[src/rtl/colour_lock_pkg.sv]
package colour_lock_pkg;

  localparam int NUM_COLOURS = 3;
  localparam int COL_RED     = 0;
  localparam int COL_GREEN   = 1;
  localparam int COL_BLUE    = 2;

  typedef logic [NUM_COLOURS-1:0] colour_t;

  typedef enum logic [2:0] {
    ST_IDLE  = 3'd0,
    ST_ARMED = 3'd1,
    ST_GOT1  = 3'd2,
    ST_GOT2  = 3'd3,
    ST_GOT3  = 3'd4,
    ST_OPEN  = 3'd5
  } lock_state_t;

  // Colour expected at each code-entry position (red, blue, green, red).
  function automatic colour_t want_colour(lock_state_t s);
    colour_t c;
    c = '0;
    case (s)
      ST_ARMED: c[COL_RED]   = 1'b1;
      ST_GOT1:  c[COL_BLUE]  = 1'b1;
      ST_GOT2:  c[COL_GREEN] = 1'b1;
      ST_GOT3:  c[COL_RED]   = 1'b1;
      default:  c = '0;
    endcase
    return c;
  endfunction

  function automatic lock_state_t advance(lock_state_t s);
    lock_state_t n;
    case (s)
      ST_ARMED: n = ST_GOT1;
      ST_GOT1:  n = ST_GOT2;
      ST_GOT2:  n = ST_GOT3;
      ST_GOT3:  n = ST_OPEN;
      default:  n = ST_IDLE;
    endcase
    return n;
  endfunction

endpackage

[src/rtl/lock_press_detect.sv]
module lock_press_detect (
  input  logic clk,
  input  logic rst,
  input  logic any_i,
  output logic press_o
);

  logic any_q;

  always_ff @(posedge clk) begin
    if (rst) any_q <= 1'b0;
    else     any_q <= any_i;
  end

  assign press_o = any_i & ~any_q;

  // a press is a single-cycle event; a held button cannot repeat it
  assert_single_press_R5: assert property (@(posedge clk) disable iff (rst)
    press_o |=> !press_o);

endmodule

[src/rtl/lock_fsm.sv]
module lock_fsm
  import colour_lock_pkg::*;
(
  input  logic    clk,
  input  logic    rst,
  input  logic    start_i,
  input  logic    press_i,
  input  colour_t colour_i,
  output logic    unlock_o
);

  lock_state_t state, state_nx;
  logic        in_code;

  assign in_code = (state == ST_ARMED) || (state == ST_GOT1) ||
                   (state == ST_GOT2)  || (state == ST_GOT3);

  always_comb begin
    state_nx = state;
    case (state)
      ST_IDLE: if (start_i) state_nx = ST_ARMED;
      ST_OPEN: state_nx = ST_IDLE;
      ST_ARMED, ST_GOT1, ST_GOT2, ST_GOT3: begin
        if (start_i)
          state_nx = ST_ARMED;
        else if (press_i)
          state_nx = (colour_i == want_colour(state)) ? advance(state) : ST_IDLE;
      end
      default: state_nx = ST_IDLE;
    endcase
  end

  always_ff @(posedge clk) begin
    if (rst) state <= ST_IDLE;
    else     state <= state_nx;
  end

  assign unlock_o = (state == ST_OPEN);

  assert_reset_idle_R1: assert property (@(posedge clk)
    rst |=> (state == ST_IDLE && !unlock_o));

  assert_arm_from_idle_R2: assert property (@(posedge clk) disable iff (rst)
    (state == ST_IDLE && start_i) |=> state == ST_ARMED);

  assert_idle_ignores_R2: assert property (@(posedge clk) disable iff (rst)
    (state == ST_IDLE && !start_i) |=> state == ST_IDLE);

  assert_open_one_cycle_R3: assert property (@(posedge clk) disable iff (rst)
    unlock_o |=> !unlock_o);

  assert_open_from_got3_R3: assert property (@(posedge clk) disable iff (rst)
    $rose(unlock_o) |-> $past(state) == ST_GOT3);

  assert_wrong_press_R6: assert property (@(posedge clk) disable iff (rst)
    (in_code && !start_i && press_i && colour_i != want_colour(state))
      |=> state == ST_IDLE);

  assert_hold_position_R7: assert property (@(posedge clk) disable iff (rst)
    (in_code && !start_i && !press_i) |=> $stable(state));

  assert_restart_R8: assert property (@(posedge clk) disable iff (rst)
    (in_code && start_i) |=> state == ST_ARMED);

endmodule

[src/rtl/colour_lock.sv]
module colour_lock
  import colour_lock_pkg::*;
(
  input  logic clk,
  input  logic rst,
  input  logic start_i,
  input  logic red_i,
  input  logic green_i,
  input  logic blue_i,
  input  logic any_i,
  output logic unlock_o
);

  colour_t colours;
  logic    press;

  always_comb begin
    colours            = '0;
    colours[COL_RED]   = red_i;
    colours[COL_GREEN] = green_i;
    colours[COL_BLUE]  = blue_i;
  end

  lock_press_detect u_press (
    .clk     (clk),
    .rst     (rst),
    .any_i   (any_i),
    .press_o (press)
  );

  lock_fsm u_fsm (
    .clk      (clk),
    .rst      (rst),
    .start_i  (start_i),
    .press_i  (press),
    .colour_i (colours),
    .unlock_o (unlock_o)
  );

endmodule

[config.mk]
export PLATFORM = sky130hd
export DESIGN_NAME = colour_lock
export DESIGN_NICKNAME = d
export VERILOG_FILES = /design/src/rtl/colour_lock_pkg.sv /design/src/rtl/lock_press_detect.sv /design/src/rtl/lock_fsm.sv /design/src/rtl/colour_lock.sv
export SDC_FILE = /design/constraint.sdc
export NUM_CORES = 1
export LEC_CHECK = 0
export ABC_AREA = 1
export BUFFER_PORTS_ARGS = -buffer_cell sky130_fd_sc_hd__buf_4
export CAP_MARGIN = 5
export CORE_MARGIN = 2
export CORE_UTILIZATION = 29
export DETAILED_ROUTE_END_ITERATION = 6
export PLACE_DENSITY = 0.54
export SKIP_LAST_GASP = 1
export SYNTH_ARGS = -nofsm -noshare
export SYNTH_HDL_FRONTEND = slang
export SYNTH_SLANG_ARGS = --single-unit
[constraint.sdc]
create_clock -name clk -period 1.1 [get_ports clk]
set_input_delay 0.165 -clock clk [delete_from_list [all_inputs] [get_ports clk]]
set_output_delay 0.165 -clock clk [all_outputs]
set_load 0.01 [all_outputs]
==> impl_metrics.csv <==
group,metric,value,unit
die,die_area,1675,µm²
power,leakage,0.2724,nW
setup_path,arrival,1370,ps
setup_path,cpPeakStageDelay,370,ps
min_path,hold_class,"input port to register",
sta,setup-violations-final,4,
layout,drive_above_1_share,49.35,%
grt,grt_pass1_wl,1.345,mm
outcome,violations,"setup timing",
setup_path,path_buf_inv,1,
grt,track_usage,12.56,%
yosys,netlist_area,395.4,µm²
yosys,syn-num-nets,69,
routing,routedWlPerCell,9.685,µm
setup_path,critPathTopFamily,"compound AO/OA/AOI/OAI gates",
routing,drtAntennaViolNets,0,
yosys,ys_top_cells_by_area,"dfxtp_1 (20%), nand2_1 (11%), nand2_2 (9.5%), inv_1 (8.5%), nand3_1 (6.3%)",
yosys,ys_async_sr_fraction,0,%
sta,max-slew-margin-rel,82.25,%
yosys,ys_ff_latch,4,
cts,cts_sinks,4,
setup_path,crit_type,"register to register",
die,coreArea,1285,µm²
yosys,synth_top_area_share,20.25,%
yosys,yosys_most_used_dff,"dfxtp_1",
die,die_h,40.93,µm
sta,skew,0.8512,ps
routing,drtIter0Drc,6,
sta,min_period,1249,ps
routing,firstDrtPassIters,2,
cts,cts_buffers,3,
power,irDropWorstVdd,915.3,µV
yosys,yosysSeqAreaShare,20.25,%
placement,io_buffer_count,7,
routing,finalWirelength,891,µm
cts,clockRootBuffer,"clkbuf_4",
outcome,status,"finished, violations left",
layout,utilization,43.52,%
yosys,synth_area_per_cell,6.377,µm²
die,initial_core_util,30.77,%
sta,period_share,113.6,%
grt,antenna_found_initial,0,
die,pin_count,8,
yosys,synth_top_area_cell,"dfxtp_1",
sta,rsz0062_at_grt,"true",
setup_path,r2r_slack,-150,ps
sta,maxSlewViolCount,0,
cts,path_clk_slew,40,ps
cts,cts_tree,"built",
placement,place.gp.congestion,0.7543,
layout,fin_cells,92,
sta,clock.fmax,800.4,MHz
layout,layout_common_cells,"buf_4 (13), nand2_1 (12), inv_1 (9)",
setup_path,startpoint_type,"register",
power,p_per_area,2590,nW/µm²
cts,cts.path.max_buffers,2,
setup_path,end_kind,"register",
yosys,syn_inst,62,
layout,final_nets,86,
grt,grt_pass1_vias,332,
sta,finalHoldViolCount,0,
layout,antenna_cells,0,
cts,h-tree-depth,1,
cts,clk_latency,230,ps
yosys,yosys_warnings,0,
grt,grt_max_degree,10,
die,die_x,40.93,µm
yosys,synth_enable_flop_cells,0,
placement,hpwl,684.1,µm
sta,setup_ws,-149.3,ps
setup_path,cp_slowest_cell,"dfxtp_4",
setup_path,crit_fanout,7,
setup_path,cp_data_required_time,1220,ps
setup_path,cp_cell_sequence,"o21ai_4 -> nand2_2 -> nand2_2 -> nand3_2 -> o21ai_4 -> inv_2 -> o21ai_2 -> nor2_1",
flow_run,max_cap_viol_count,0,
layout,layout_commonest_cell,"buf_4",
routing,drc,0,
layout,area_growth,41.46,%
routing,viasPerCell,4.293,
yosys,synth_cell_types,18,
placement,dpl.cell_count,87,
die,rows,13,
sta,tightestPinTransition,263.5,ps
routing,vias,395,
grt,overflow,0,
worst paths after layout:
check	from	endpoint	cells after the start
max	u_fsm.state[0]$_SDFFE_PP0P_	u_fsm.state[2]$_SDFFE_PP0P_	8
max reg2reg	u_fsm.state[0]$_SDFFE_PP0P_	u_fsm.state[2]$_SDFFE_PP0P_	8
min	rst	u_fsm.state[0]$_SDFFE_PP0P_	2
min reg2reg	u_fsm.state[2]$_SDFFE_PP0P_	u_fsm.state[2]$_SDFFE_PP0P_	3
synth_stat cells (2+ instances only):
cell / instances
nand4_1: 2
o21ai_2: 2
a21oi_1: 2
inv_2: 3
nand2_1: 12
buf_6: 2
dfxtp_1: 4
nand2_2: 6
nand3_1: 5
inv_1: 9
nand3_2: 2
a21oi_2: 2
nor2_1: 6
metal layers:
metal	wire [µm]	track usage [%]
met1	445	15.91
met2	412	19.92
met3	34	6.522
met4	0	0
met5	0	0
kinds of logic after synthesis:
kind of cell	synth area share, %
AO/OA/AOI/OAI	15.82
buffers and inverters	17.09
AND/OR/NAND/NOR	46.84
flip-flops	20.25
registers in the layout (all words and copies together) (netlist names):
signal / count
u_fsm.state: 3
u_press.any_q: 1
power breakdown:
| part | internal, mW | total, mW | leakage [nW] | switching, mW |
|---|---|---|---|---|
| Combinational | 0.424 | 0.952 | 0.224 | 0.528 |
| Clock | 0.122 | 0.178 | 0.0138 | 0.0559 |
| Sequential | 0.216 | 0.319 | 0.0344 | 0.103 |
| Total | 0.762 | 1.45 | 0.272 | 0.687 |
per-stage QoR:
step	TNS, ps	total power, mW	area [µm²]	hold WS (ps)	setup slack [ps]
global placement	-806.1	1.128	491.7	342.9	-293.3
detailed placement	-846.0	1.135	491.7	340.5	-325.1
finish	-462.6	1.449	559.3	91.55	-149.3
global route	-782.5	1.584	559.3	83.06	-224.9
floorplan	-145.2	0.9466	405.4	227.4	-76.00
CTS	-472.1	1.430	544.3	79.05	-148.1
final cells by class:
cell class                 count  area, µm²
fill                         146      725.7
multi-input combinational     44      274.0
timing repair buffer          14      108.9
sequential                     4      87.58
inverter                      12      47.55
clock buffer                   3      22.52
tap                           15      18.77
repair_timing:
item	4_1_cts	5_1_grt
setup endpoints to repair	4	4
gates resized for setup	6	4
hold buffers	0	0
buffers inserted	2	0
Note: power is estimated with default switching activity, not from simulation.
